--- src/rtl/xlat_pkg.sv ---
// Package: shared encodings for the translation cache.
// Assumes: fl_kind bit 0 selects page-only matching, bit 1 spares global slots.
package xlat_pkg;

    typedef enum logic [1:0] {
        FL_ALL     = 2'b00,
        FL_PAGE    = 2'b01,
        FL_ALL_NG  = 2'b10,
        FL_PAGE_NG = 2'b11
    } flush_kind_e;

    localparam logic [1:0] DT_INVALID  = 2'b00;
    localparam logic [1:0] DT_INDIRECT = 2'b10;

    // Resident descriptor types are those with the low bit set.
    function automatic logic dtype_resident(input logic [1:0] dt);
        return (dt == 2'b01) || (dt == 2'b11);
    endfunction

endpackage

--- src/rtl/xlat_tag_cmp.sv ---
// Module: xlat_tag_cmp
// Compares one key against every slot tag and gates the result with a valid
// vector. Assumes the caller supplies whichever valid view it needs.
module xlat_tag_cmp #(
    parameter int ENTRIES = 16,
    parameter int TAG_W   = 20
) (
    input  logic [ENTRIES-1:0]            valid,
    input  logic [ENTRIES-1:0][TAG_W-1:0] tags,
    input  logic [TAG_W-1:0]              key,
    output logic [ENTRIES-1:0]            match
);

    for (genvar i = 0; i < ENTRIES; i++) begin : g_cmp
        // Per-slot equality gated by validity.
        assign match[i] = valid[i] && (tags[i] == key);
    end

endmodule

--- src/rtl/xlat_flush_sel.sv ---
// Module: xlat_flush_sel
// Decides which slots a flush command removes. Assumes page_hit is already
// gated by the slot valid bits.
module xlat_flush_sel #(
    parameter int ENTRIES = 16
) (
    input  logic               fl_en,
    input  logic [1:0]         fl_kind,
    input  logic [ENTRIES-1:0] valid,
    input  logic [ENTRIES-1:0] page_hit,
    input  logic [ENTRIES-1:0] glob,
    output logic [ENTRIES-1:0] kill
);

    logic page_only;
    logic spare_glob;

    assign page_only  = fl_kind[0];
    assign spare_glob = fl_kind[1];

    for (genvar i = 0; i < ENTRIES; i++) begin : g_sel
        // A slot dies when selected by address and not protected by the global qualifier.
        assign kill[i] = fl_en && valid[i]
                       && (!page_only || page_hit[i])
                       && !(spare_glob && glob[i]);
    end

endmodule

--- src/rtl/xlat_rr_ptr.sv ---
// Module: xlat_rr_ptr
// Round-robin victim pointer; steps by one per allocation and wraps at
// ENTRIES-1. Assumes adv is high only for a fresh allocation.
module xlat_rr_ptr #(
    parameter int ENTRIES = 16,
    localparam int IDX_W  = (ENTRIES > 1) ? $clog2(ENTRIES) : 1
) (
    input  logic             clk,
    input  logic             rst_n,
    input  logic             adv,
    output logic [IDX_W-1:0] ptr
);

    localparam logic [IDX_W-1:0] LAST = IDX_W'(ENTRIES - 1);

    // Advance or wrap the pointer on each allocation.
    always_ff @(posedge clk) begin
        if (!rst_n)
            ptr <= '0;
        else if (adv)
            ptr <= (ptr == LAST) ? '0 : ptr + 1'b1;
    end

    assert_ptr_step_R10: assert property (@(posedge clk) disable iff (!rst_n)
        (adv && ptr != LAST) |=> (ptr == $past(ptr) + 1'b1));
    assert_ptr_wrap_R10: assert property (@(posedge clk) disable iff (!rst_n)
        (adv && ptr == LAST) |=> (ptr == '0));
    assert_ptr_hold_R10: assert property (@(posedge clk) disable iff (!rst_n)
        !adv |=> $stable(ptr));

endmodule

--- src/rtl/xlat_cache.sv ---
// Module: xlat_cache
// Fully associative translation cache with combinational lookup, walk fill
// with duplicate replacement, round-robin allocation and four flush kinds.
// Assumes flush and fill in one cycle are ordered flush-then-fill.
module xlat_cache #(
    parameter int ENTRIES = 16,
    parameter int TAG_W   = 20,
    parameter int FRAME_W = 20
) (
    input  logic               clk,
    input  logic               rst_n,
    input  logic [TAG_W-1:0]   lk_tag,
    output logic               lk_hit,
    output logic [FRAME_W-1:0] lk_frame,
    output logic [1:0]         lk_mode,
    input  logic               fill_en,
    input  logic [1:0]         fill_dtype,
    input  logic [TAG_W-1:0]   fill_tag,
    input  logic [FRAME_W-1:0] fill_frame,
    input  logic [1:0]         fill_mode,
    input  logic               fill_global,
    input  logic               fl_en,
    input  logic [1:0]         fl_kind,
    input  logic [TAG_W-1:0]   fl_tag
);
    import xlat_pkg::*;

    localparam int IDX_W = (ENTRIES > 1) ? $clog2(ENTRIES) : 1;

    logic [ENTRIES-1:0]              valid_q;
    logic [ENTRIES-1:0]              glob_q;
    logic [ENTRIES-1:0][TAG_W-1:0]   tag_q;
    logic [ENTRIES-1:0][FRAME_W-1:0] frame_q;
    logic [ENTRIES-1:0][1:0]         mode_q;

    logic [ENTRIES-1:0] lk_match;
    logic [ENTRIES-1:0] fl_match;
    logic [ENTRIES-1:0] fill_match;
    logic [ENTRIES-1:0] kill;
    logic [ENTRIES-1:0] valid_mid;
    logic [ENTRIES-1:0] wr_sel;
    logic [IDX_W-1:0]   ptr;
    logic               fill_do;
    logic               fill_dup;

    xlat_tag_cmp #(.ENTRIES(ENTRIES), .TAG_W(TAG_W)) i_lk_cmp (
        .valid(valid_q), .tags(tag_q), .key(lk_tag), .match(lk_match));

    xlat_tag_cmp #(.ENTRIES(ENTRIES), .TAG_W(TAG_W)) i_fl_cmp (
        .valid(valid_q), .tags(tag_q), .key(fl_tag), .match(fl_match));

    xlat_flush_sel #(.ENTRIES(ENTRIES)) i_flush (
        .fl_en(fl_en), .fl_kind(fl_kind), .valid(valid_q),
        .page_hit(fl_match), .glob(glob_q), .kill(kill));

    // The fill sees the table as it stands after this cycle's flush.
    assign valid_mid = valid_q & ~kill;

    xlat_tag_cmp #(.ENTRIES(ENTRIES), .TAG_W(TAG_W)) i_fill_cmp (
        .valid(valid_mid), .tags(tag_q), .key(fill_tag), .match(fill_match));

    assign fill_do  = fill_en && dtype_resident(fill_dtype);
    assign fill_dup = |fill_match;

    xlat_rr_ptr #(.ENTRIES(ENTRIES)) i_ptr (
        .clk(clk), .rst_n(rst_n), .adv(fill_do && !fill_dup), .ptr(ptr));

    // Target slot: the existing copy of the tag, else the round-robin victim.
    always_comb begin
        if (fill_dup)
            wr_sel = fill_match;
        else
            wr_sel = ENTRIES'(1) << ptr;
    end

    // Merge the hit slot's payload onto the lookup outputs.
    always_comb begin
        lk_hit   = |lk_match;
        lk_frame = '0;
        lk_mode  = '0;
        for (int i = 0; i < ENTRIES; i++) begin
            if (lk_match[i]) begin
                lk_frame = lk_frame | frame_q[i];
                lk_mode  = lk_mode  | mode_q[i];
            end
        end
    end

    // Apply flush then fill to the slot array.
    always_ff @(posedge clk) begin
        if (!rst_n) begin
            valid_q <= '0;
            glob_q  <= '0;
            tag_q   <= '0;
            frame_q <= '0;
            mode_q  <= '0;
        end else begin
            valid_q <= valid_mid | (fill_do ? wr_sel : '0);
            for (int i = 0; i < ENTRIES; i++) begin
                if (fill_do && wr_sel[i]) begin
                    tag_q[i]   <= fill_tag;
                    frame_q[i] <= fill_frame;
                    mode_q[i]  <= fill_mode;
                    glob_q[i]  <= fill_global;
                end
            end
        end
    end

    assert_single_hit_R5: assert property (@(posedge clk) disable iff (!rst_n)
        $onehot0(lk_match));
    assert_flush_all_R6: assert property (@(posedge clk) disable iff (!rst_n)
        (fl_en && fl_kind == FL_ALL && !fill_en) |=> (valid_q == '0));
    assert_spare_global_R7: assert property (@(posedge clk) disable iff (!rst_n)
        (fl_en && fl_kind[1] && !fill_en) |=> ((valid_q & glob_q) == $past(valid_q & glob_q)));
    assert_no_alloc_R4: assert property (@(posedge clk) disable iff (!rst_n)
        (fill_en && !dtype_resident(fill_dtype) && !fl_en) |=> $stable(valid_q));
    assert_fill_survives_R11: assert property (@(posedge clk) disable iff (!rst_n)
        (fill_en && dtype_resident(fill_dtype)) |=> (valid_q != '0));

endmodule

--- config.mk ---
export PLATFORM = sky130hd
export DESIGN_NAME = xlat_cache
export DESIGN_NICKNAME = d
export VERILOG_FILES = /design/src/rtl/xlat_pkg.sv /design/src/rtl/xlat_tag_cmp.sv /design/src/rtl/xlat_flush_sel.sv /design/src/rtl/xlat_rr_ptr.sv /design/src/rtl/xlat_cache.sv
export SDC_FILE = /design/constraint.sdc
export NUM_CORES = 2
export LEC_CHECK = 0
export ABC_AREA = 0
export BUFFER_PORTS_ARGS = -buffer_cell sky130_fd_sc_hd__buf_2
export CAP_MARGIN = 5
export CELL_PAD_IN_SITES_DETAIL_PLACEMENT = 1
export CELL_PAD_IN_SITES_GLOBAL_PLACEMENT = 2
export CORE_MARGIN = 2
export CORE_UTILIZATION = 30
export DETAILED_ROUTE_END_ITERATION = 7
export PLACE_DENSITY = 0.66
export SETUP_SLACK_MARGIN = 0.02
export SLEW_MARGIN = 20
export SYNTH_ARGS = -nofsm -noshare
export SYNTH_HDL_FRONTEND = slang
export SYNTH_SLANG_ARGS = --single-unit
--- constraint.sdc ---
create_clock -name clk -period 9.3 [get_ports clk]
set_input_delay 1.395 -clock clk [delete_from_list [all_inputs] [get_ports clk]]
set_output_delay 1.395 -clock clk [all_outputs]
set_load 0.01 [all_outputs]
==> run_results.csv <==
group,metric,value,unit
clock_tree,cts.path.max_buffers,3,
sta,worst_slew_pin_slew,1230,ps
sta,hold_ws,456,ps
pwr,p_leak,15.3,nW
die,core,132000,µm²
die,dieArea,136000,µm²
route,vias,35700,
job,maxCapViolCount,0,
pwr,peakVddDrop,0.127,mV
worst_hold_path,hold_depth,2,
die,io-pin-count,114,
worst_hold_path,min_path_type,"flop to flop",
sta,finalCritPeriodShare,0.664,
route,postRouteAntennaNets,0,
clock_tree,htreeDepth,3,
logic_synthesis,synth_edf_count,0,
pwr,power,7.52,mW
logic_synthesis,synthArstFlopShare,0,
logic_synthesis,syn_nets,4656,
sta,rsz0062_at_grt,"false",
route,drt_iter0_markers,3214,
logic_synthesis,synth-simple-area-share,0.143,
sta,setup_viol,0,
clock_tree,clock-sinks,708,
logic_synthesis,syn_area,40000,µm²
pwr,power_density,169,nW/µm²
critical_path,required,9920,ps
final_layout,nNetsFinal,4517,
clock_tree,cts_resized,0,
sta,slew_headroom,0.177,
placed_design,hpwl,111,mm
critical_path,r2r_cells,11,
global_route,grt_max_degree,186,
clock_tree,cts_tree,"yes",
global_route,overflow,0,
sta,fin_setup_tns,0,ps
die,fp.dieH,369,µm
sta,finalHoldViolCount,0,
critical_path,start_kind,"input pin",
sta,min_period,6180,ps
route,post_drt_wl_per_cell,31.0,µm
critical_path,crit_type,"input pin to flop",
sta,setup_slack,3120,ps
logic_synthesis,yosys_warnings,0,
final_layout,layout-drive-gt1-share,0.0952,
placed_design,place_congestion,0.875,
logic_synthesis,synth_top_family_by_area,"XOR/XNOR gates",
die,initial_utilization,0.303,
die,rows,133,
critical_path,r2r_start,"tag_q[69]",
clock_tree,clkSlewWorstSetupHoldPaths,60,ps
global_route,gr-usage-all-layers,0.279,
critical_path,crit_start,"fl_en",
clock_tree,insertion_delay,720,ps
final_layout,utilization,0.338,
route,drc,0,
placed_design,portBuffers,112,
critical_path,crit_fanout,28,
global_route,grt_pass1_wl,276,mm
critical_path,crit_arrival,6800,ps
status,outcome,"finished clean",
logic_synthesis,yosysUniqueCellTypes,47,
global_route,grt_pass1_vias,36100,
logic_synthesis,synth_xor_area_frac,0.210,
clock_tree,cts_root_buf,"clkbuf_16",
placed_design,place_ws,2440,ps
clock_tree,postCtsSetupBuffers,0,
logic_synthesis,synth_compound_area_frac,0.132,
logic_synthesis,synth_fa_ha_area_frac,0.00188,
logic_synthesis,synth_ff_type,"dfxtp_1",
critical_path,crit_path_end_kind,"flop",
route,wirelength,194,mm
final_layout,syn_to_final_growth,11.5,%
route,first_pass_iters,5,
worst_hold_path,hp-start,"frame_q[210]",
logic_synthesis,ys_seq_elements,708,
sta,max_freq,162,MHz
logic_synthesis,synth_area_per_cell,8.76,µm²
sta,slew_violations,0,
logic_synthesis,ys_seq_area_frac,0.355,
logic_synthesis,syn_inst,4559,
die,die_w,369,µm
sta,clock-skew-final,41.0,ps
clock_tree,cts_made_buffers,89,
route,viasPerCell,5.72,
logic_synthesis,muxShareOfSynthArea,0.0970,
clock_tree,hold_buffers,0,
global_route,antenna_found_initial,7,
==> placed cells by master (no fill, tap or decap), drive strengths merged, types with 3 or more instances in the layout <==
cell	count
a2111oi	7
a21bo	7
a21oi	327
a221oi	88
a22o	88
a31o	7
a31oi	11
a41oi	3
and2	3
buf	231
bufinv	5
clkbuf	138
clkinv	11
dfxtp	708
diode	4
ha	6
inv	7
mux2i	387
nand2	342
nand3	339
nand4	180
nor2	169
nor4	128
o211ai	6
o21a	5
o21ai	301
or4	7
xnor2	605
xor2	355
==> cell usage after synthesis, drive strengths merged, types with 2 or more instances <==
master	number	area [µm²]
a2111oi	7	63.8
a21bo	7	70.1
a21o	2	15.0
a21oi	327	1640
a221oi	88	771
a22o	88	771
a31o	7	61.3
a31oi	11	193
a41oi	3	26.3
and2	3	18.8
buf	182	1380
clkbuf	279	1050
dfxtp	708	14200
ha	6	75.1
inv	5	18.8
mux2i	387	3870
nand2	342	1280
nand3	339	1700
nand4	180	1130
nor2	169	683
nor3	2	10.0
nor4	128	828
o2111ai	2	17.5
o211ai	6	45.0
o21a	5	37.5
o21ai	301	1510
o21bai	2	15.0
or4	7	52.6
xnor2	605	5300
xor2	355	3110
==> layout make-up <==
cell class	instances	area (µm²)
Multi-Input combinational cell	3385	23600
Sequential cell	708	14200
Fill cell	15200	87200
Tap cell	1755	2200
Timing Repair Buffer	231	1530
Antenna cell	4	10.0
Clock buffer	138	2710
Clock inverter	20	325
Inverter	5	26.3
==> worst paths after layout <==
kind                  end  slack, ps
max           frame_q[11]       3120
min          frame_q[210]        460
max reg2reg   frame_q[11]       4300
min reg2reg  frame_q[210]        460
==> cell families after synthesis <==
group	count (synthesis)
AOI/OAI and AO/OA	859
xor gates and xnor gates	960
adders and majority gates	6
buffers and inverters	466
DFF	708
muxes	387
and+or+nand+nor	1173
==> critical path: stages <==
cell       delay (ps)
buf_2              80
buf_4             480
nor2b_2           920
buf_4             370
nand2_1            70
nand2_1            90
a2111oi_1          60
buf_4             190
or4_1             570
nor4_4            290
buf_4             470
a31o_2            900
buf_4             510
nand3_1           130
a21oi_1           190
==> per-stage QoR <==
step | cells | cell area, µm²
floorplan | 4559 | 40000
global placement | 6083 | 41500
detailed placement | 6083 | 41500
CTS | 6241 | 44500
global route | 6244 | 44600
finish | 6246 | 44600
==> per-layer routing <==
layer,GRT usage,vias to the layer above,routed length [µm]
li1,-,15700,-
met2,0.451,1263,88500
met4,0.118,2,8650
met1,0.369,18400,84800
met3,0.0416,425,11600
met5,0,-,13
==> report_power, final <==
part           switching (mW)  internal, mW  leakage (nW)
Combinational           0.583         0.195          8.10
Sequential             0.0162          3.05          5.71
Clock                    1.53          2.15          1.48
Total                    2.13          5.39          15.3
==> flip-flops by register name, indices dropped and copies added (netlist names) <==
signal	flops
frame_q	320
glob_q	16
i_ptr.ptr	4
tag_q	320
valid_q	16
mode_q	32
Note: power is estimated with default switching activity, not from simulation.
